--- src/rtl/wfi_seq_pkg.sv ---
package wfi_seq_pkg;

  typedef enum logic [1:0] {
    ST_RUN   = 2'd0,
    ST_DRAIN = 2'd1,
    ST_HALT  = 2'd2
  } seq_state_t;

  localparam int NUM_MODES = 3;

  typedef enum logic [1:0] {
    PM_SLEEP     = 2'd0,
    PM_HIBERNATE = 2'd1,
    PM_SUSPEND   = 2'd2
  } pm_sel_t;

  // code 11 is not a distinct mode; it falls back to sleep
  function automatic pm_sel_t decode_mode(input logic [1:0] code);
    case (code)
      2'd1:    decode_mode = PM_HIBERNATE;
      2'd2:    decode_mode = PM_SUSPEND;
      default: decode_mode = PM_SLEEP;
    endcase
  endfunction

endpackage

--- src/rtl/wfi_txn_tracker.sv ---
module wfi_txn_tracker #(
  parameter int CNT_W = 4
) (
  input  logic             clk,
  input  logic             rst,
  input  logic             issue_req,
  input  logic             txn_done,
  input  logic             stall,
  output logic             issue_grant,
  output logic [CNT_W-1:0] count,
  output logic             empty
);
  localparam logic [CNT_W-1:0] CNT_MAX  = {CNT_W{1'b1}};
  localparam logic [CNT_W-1:0] CNT_ZERO = '0;

  logic retire;

  assign issue_grant = issue_req & ~stall & (count != CNT_MAX);
  assign retire      = txn_done & (count != CNT_ZERO);
  assign empty       = (count == CNT_ZERO);

  always_ff @(posedge clk) begin
    if (rst) begin
      count <= CNT_ZERO;
    end else if (issue_grant && !retire) begin
      count <= count + 1'b1;
    end else if (!issue_grant && retire) begin
      count <= count - 1'b1;
    end
  end

  // while stalled the count may only fall
  assert_stall_no_growth_R4: assert property (@(posedge clk) disable iff (rst)
    stall |=> (count <= $past(count)));

  // a completion at zero leaves the count at zero when nothing is granted
  assert_no_underflow_R2: assert property (@(posedge clk) disable iff (rst)
    (count == CNT_ZERO && !issue_grant) |=> (count == CNT_ZERO));

endmodule

--- src/rtl/wfi_mode_onehot.sv ---
module wfi_mode_onehot
  import wfi_seq_pkg::*;
#(
  parameter int N = NUM_MODES
) (
  input  pm_sel_t        sel,
  output logic [N-1:0]   onehot
);
  for (genvar g = 0; g < N; g++) begin : g_line
    assign onehot[g] = (int'(sel) == g);
  end
endmodule

--- src/rtl/wfi_seq_fsm.sv ---
module wfi_seq_fsm
  import wfi_seq_pkg::*;
#(
  parameter int N = NUM_MODES
) (
  input  logic         clk,
  input  logic         rst,
  input  logic         wfi_req,
  input  logic [1:0]   mode_code,
  input  logic         drained,
  input  logic         wake_any,
  output logic         bus_stall,
  output logic         pipe_halt,
  output logic         resume,
  output logic [N-1:0] mode_out
);
  seq_state_t state, nxt;
  pm_sel_t    sel_q;
  logic [N-1:0] sel_onehot;
  logic       leave_low;

  wfi_mode_onehot #(.N(N)) u_dec (
    .sel    (sel_q),
    .onehot (sel_onehot)
  );

  always_comb begin
    nxt       = state;
    leave_low = 1'b0;
    case (state)
      ST_RUN:   if (wfi_req) nxt = ST_DRAIN;
      ST_DRAIN: if (drained) begin
                  if (wake_any) begin
                    nxt       = ST_RUN;
                    leave_low = 1'b1;
                  end else begin
                    nxt = ST_HALT;
                  end
                end
      ST_HALT:  if (wake_any) begin
                  nxt       = ST_RUN;
                  leave_low = 1'b1;
                end
      default:  nxt = ST_RUN;
    endcase
  end

  always_ff @(posedge clk) begin
    if (rst) begin
      state     <= ST_RUN;
      sel_q     <= PM_SLEEP;
      bus_stall <= 1'b0;
      pipe_halt <= 1'b0;
      resume    <= 1'b0;
      mode_out  <= '0;
    end else begin
      state     <= nxt;
      if (state == ST_RUN && wfi_req) sel_q <= decode_mode(mode_code);
      bus_stall <= (nxt != ST_RUN);
      pipe_halt <= (nxt == ST_HALT);
      resume    <= leave_low;
      mode_out  <= (nxt == ST_HALT) ? sel_onehot : '0;
    end
  end

  assert_mode_onehot0_R6: assert property (@(posedge clk) disable iff (rst)
    $onehot0(mode_out));

  assert_mode_when_halted_R6: assert property (@(posedge clk) disable iff (rst)
    pipe_halt |-> ($countones(mode_out) == 1));

  assert_wake_exit_R7: assert property (@(posedge clk) disable iff (rst)
    (pipe_halt && wake_any) |=> (!pipe_halt && !bus_stall && mode_out == '0));

  assert_direct_return_R8: assert property (@(posedge clk) disable iff (rst)
    (state == ST_DRAIN && drained && wake_any) |=> (!pipe_halt && mode_out == '0 && resume));

  assert_resume_single_R9: assert property (@(posedge clk) disable iff (rst)
    resume |=> !resume);

  assert_mode_hold_R11: assert property (@(posedge clk) disable iff (rst)
    (state != ST_RUN) |=> $stable(sel_q));

endmodule

--- src/rtl/wfi_power_seq.sv ---
module wfi_power_seq
  import wfi_seq_pkg::*;
#(
  parameter int CNT_W = 4
) (
  input  logic             clk,
  input  logic             rst,
  input  logic             wfi_req,
  input  logic [1:0]       wfi_mode,
  input  logic             issue_req,
  input  logic             txn_done,
  input  logic             wake_a,
  input  logic             wake_b,
  input  logic             dbg_wake_req,
  output logic             issue_grant,
  output logic [CNT_W-1:0] outstanding,
  output logic             bus_stall,
  output logic             pipe_halt,
  output logic             resume_pulse,
  output logic             sleep_o,
  output logic             hibernate_o,
  output logic             suspend_o,
  output logic             dbg_wakeup
);
  logic                 drained;
  logic [NUM_MODES-1:0] mode_vec;

  wfi_txn_tracker #(.CNT_W(CNT_W)) u_trk (
    .clk         (clk),
    .rst         (rst),
    .issue_req   (issue_req),
    .txn_done    (txn_done),
    .stall       (bus_stall),
    .issue_grant (issue_grant),
    .count       (outstanding),
    .empty       (drained)
  );

  wfi_seq_fsm #(.N(NUM_MODES)) u_fsm (
    .clk       (clk),
    .rst       (rst),
    .wfi_req   (wfi_req),
    .mode_code (wfi_mode),
    .drained   (drained),
    .wake_any  (wake_a | wake_b),
    .bus_stall (bus_stall),
    .pipe_halt (pipe_halt),
    .resume    (resume_pulse),
    .mode_out  (mode_vec)
  );

  assign sleep_o     = mode_vec[PM_SLEEP];
  assign hibernate_o = mode_vec[PM_HIBERNATE];
  assign suspend_o   = mode_vec[PM_SUSPEND];

  always_ff @(posedge clk) begin
    if (rst) dbg_wakeup <= 1'b0;
    else     dbg_wakeup <= dbg_wake_req;
  end

  assert_halt_drained_R5: assert property (@(posedge clk) disable iff (rst)
    pipe_halt |-> (outstanding == '0));

  assert_dbg_forward_R10: assert property (@(posedge clk) disable iff (rst)
    1'b1 |=> (dbg_wakeup == $past(dbg_wake_req)));

  assert_dbg_no_wake_R10: assert property (@(posedge clk) disable iff (rst)
    (pipe_halt && !wake_a && !wake_b) |=> pipe_halt);

endmodule

--- config.mk ---
export PLATFORM = sky130hd
export DESIGN_NAME = wfi_power_seq
export DESIGN_NICKNAME = d
export VERILOG_FILES = /design/src/rtl/wfi_seq_pkg.sv /design/src/rtl/wfi_txn_tracker.sv /design/src/rtl/wfi_mode_onehot.sv /design/src/rtl/wfi_seq_fsm.sv /design/src/rtl/wfi_power_seq.sv
export SDC_FILE = /design/constraint.sdc
export NUM_CORES = 1
export LEC_CHECK = 0
export ABC_AREA = 1
export CAP_MARGIN = 20
export CORE_MARGIN = 10
export CORE_UTILIZATION = 46
export CTS_CLUSTER_SIZE = 24
export DETAILED_ROUTE_END_ITERATION = 10
export PLACE_DENSITY = 0.81
export SYNTH_ARGS = -nofsm -noshare
export SYNTH_HDL_FRONTEND = slang
export SYNTH_HIERARCHICAL = 1
export SYNTH_SLANG_ARGS = --single-unit
--- constraint.sdc ---
create_clock -name clk -period 2.38 [get_ports clk]
set_input_delay 0.357 -clock clk [delete_from_list [all_inputs] [get_ports clk]]
set_output_delay 0.357 -clock clk [all_outputs]
set_load 0.1 [all_outputs]
==> summary.txt <==
Outcome
  • Status: complete, no violations

Pwr
  • Pwr/cell area: around 1300 nW/um^2
  • Leak: between 0.5 and 0.6 nW
  • Peak VDD IR: approximately 0.00065 V

Global routing
  • Total track usage: 0.09843
  • First-pass GRT wire length: slightly above 3000 um
  • Vias in the first global route: about 700
  • Initial antenna violation count: 0
  • Grt total ovfl: 0
  • Largest net degree at the start of global routing: 12

STA
  • Clock Skews: approximately 2.2 ps
  • Slew Limit Fails: 0
  • Final WS setup: ~430 ps
  • RSZ-0062 raised after global routing: no
  • TNS Setup: 0 ps
  • Highest clock rate: approximately 510 MHz
  • Slew Limit Headroom: 0.7199
  • Actual slew at the worst max-slew pin: about 420 ps
  • Final hold vios: 0
  • Period minus WS final: 1946 ps
  • Final period util: 0.8175
  • # setup viols final: 0

Worst setup path
  • Startpoint types: input pin
  • Biggest cell delay along the critical path: 460 ps
  • Critical Path End Type: flip-flop
  • Worst Path Required: approximately 2600 ps
  • CP top delay family: simple AND/OR/NAND/NOR gates
  • CP cell instances: clkdlybuf4s50_1 > nand2_1 > nor2_4 > ha_1 > inv_1 > ha_1 > or2_1 > nand3_1 > nand3_1 > nand2_1 > inv_1
  • WP data arrival: 2140 ps
  • Critical Path Slowest Stage Cell: clkdlybuf4s50_1
  • Setup CP Type: in2reg
  • Crit-path max FO: 4
  • CP bufs+invs: 3

Synthesis
  • Synth Net Count: 132
  • YS warnings: 6
  • Share of the yosys chip area belonging to registers: 0.3653
  • Post-Syn Area: just over 800 um^2
  • #FFs+latches synth: 15
  • Syn Inst Count: about 110
  • Mean Syn Cell Area: roughly 7.2 um^2
  • Netlist cell types: 19

Floorplan
  • Die height: between 60 and 70 um
  • Core area: 1708 um^2
  • Die area: 3878 um^2
  • Ports: 22
  • Cell Rows: 15
  • Initial Util: 0.4813
  • DIE WIDTH: 62.28 um

Cells and area
  • Cell Count, Final, Fillers Out: 164
  • Fin util: 0.6425
  • Share of cells above drive strength 1: 0.2662
  • Register area: 316.6 um^2
  • Fin nets: around 160
  • Area occupied by multi-input gates: between 400 and 500 um^2
  • Diodes inserted: 0
  • Area Growth Syn to Fin: 33.49%
  • Fin area: approximately 1100 um^2
  • Fillers: 159

Clock tree
  • CTS tree: done
  • CTS root buffer: clkbuf_4
  • Worst-case clock buffer depth: 2
  • Worst skew pair latency: approximately 280 ps
  • CTS Hold Bufs: 0
  • # H-tree levels: 1
  • Clk slew on worst S/H paths: roughly 90 ps
  • CTS resizes: 0
  • CTS sink count: 15
  • Inserted Clock Buffers: 3
  • Post-CTS Setup Bufs: 0

Detailed routing
  • DR iter-0 viols: 6
  • Final WL: about 1800 um
  • Via count: 721
  • Via/cell ratio: around 4.4
  • Antenna viol nets, final: 0
  • Pre-antenna DRT Iters: 4
  • Post-DR wirelength/cell: 10.68 um
  • Drt drc: 0

Placed design
  • Routability Congestion: roughly 0.87
  • PortBufs: 21
  • Pre-CTS WS: 140.1 ps
  • Detailed Place HPWL: 1479 um
  • Post-DP Area: about 1100 um^2
  • Dpl cells: 160

Hold path
  • Hold/Removal Path Class: reg2reg

Run
  • Maxcap violations: 0
-- metrics by stage --
stage | hold WS (ps) | total power [W]
global route | 538.3 | 0.001485
global placement | 485.0 | 0.001222
finish | 512.5 | 0.001378
floorplan | 416.4 | 0.001054
detailed placement | 500.7 | 0.001240
CTS | 515.9 | 0.001391
-- cells in the mapped netlist --
cell type / count / share of area
nor2_1: 11 / 0.050
o21ai_1: 2 / 0.012
or2_1: 1 / 0.0076
nand4_1: 1 / 0.0076
xor2_1: 1 / 0.011
nand3_2: 1 / 0.012
a21oi_1: 6 / 0.037
ha_1: 7 / 0.11
nand2_1: 26 / 0.12
dfxtp_1: 15 / 0.37
nor2_2: 4 / 0.030
inv_2: 4 / 0.018
fa_1: 1 / 0.024
nand2_2: 4 / 0.030
nor3_1: 1 / 0.0061
nand3_4: 1 / 0.021
a21oi_2: 1 / 0.011
inv_1: 22 / 0.10
nand3_1: 5 / 0.030
-- cells in the final DEF, fill, tap and decap left out, types with 2 or more instances in the layout --
cell | Yosys | layout
a21oi_1 | 6 | 6
buf_4 | 0 | 11
clkbuf_4 | 0 | 3
clkdlybuf4s50_1 | 0 | 9
dfxtp_1 | 15 | 10
dfxtp_4 | 0 | 4
ha_1 | 7 | 7
inv_1 | 22 | 22
inv_2 | 4 | 4
nand2_1 | 26 | 26
nand2_2 | 4 | 4
nand3_1 | 5 | 5
nor2_1 | 11 | 10
nor2_2 | 4 | 4
o21ai_1 | 2 | 2
-- sequential cells by signal, indices dropped and copies added (netlist names) --
| signal | cells |
|---|---|
| dbg_wakeup | 1 |
| u_fsm/bus_stall | 1 |
| u_fsm/mode_out | 3 |
| u_fsm/pipe_halt | 1 |
| u_fsm/resume | 1 |
| u_fsm/sel_q | 2 |
| u_fsm/state | 2 |
| u_trk/count | 4 |
-- kinds of logic after synthesis --
logic type	synth area share
AOI/OAI and AO/OA	0.05936
xor gates and xnor gates	0.01066
adders and majority gates	0.1309
buffers and inverters	0.1187
DFF	0.3653
and+or+nand+nor	0.3151
-- final timing paths --
check | from | cells past startpoint | endpoint | slack (ps)
setup / recovery | issue_req | 11 | u_trk/count[3]$_SDFFE_PP0P_ | 430
hold / removal | u_fsm/sel_q[1]$_SDFFE_PP0P_ | 2 | u_fsm/sel_q[1]$_SDFFE_PP0P_ | 510
setup reg to reg | u_trk/count[0]$_SDFFE_PP0P_ | 11 | u_trk/count[3]$_SDFFE_PP0P_ | 490
hold reg to reg | u_fsm/sel_q[1]$_SDFFE_PP0P_ | 2 | u_fsm/sel_q[1]$_SDFFE_PP0P_ | 510
-- layer usage --
metal  share of wire  track usage  vias to the layer above
met1            0.44       0.1118                      302
met3           0.046      0.03226                        4
met2            0.48       0.1526                       18
met5               0            0                        -
li1                -            -                      397
met4           0.027      0.06704                        0
-- cell type report --
| class | instances | share of cell area |
|---|---|---|
| multi-input cells | 73 | 0.3934 |
| flip-flops and latches | 15 | 0.2885 |
| repair buffers | 21 | 0.1756 |
| inverters | 26 | 0.08894 |
| well taps | 25 | 0.02851 |
| clock buffers | 3 | 0.02052 |
| clock inverters | 1 | 0.004561 |
-- power breakdown --
group / total (W) / internal, W / switching [W]
logic: 0.000854 / 0.000246 / 0.000608
registers: 0.000380 / 0.000320 / 0.0000599
clock network: 0.000145 / 0.0000624 / 0.0000825
total: 0.00138 / 0.000628 / 0.000750
-- tightest hold or removal path, stage by stage, from the launching register on --
cell     delay (ps)
dfxtp_1         340
nand2_1          70
a21oi_1          60
(Power assumes the default switching activity.)
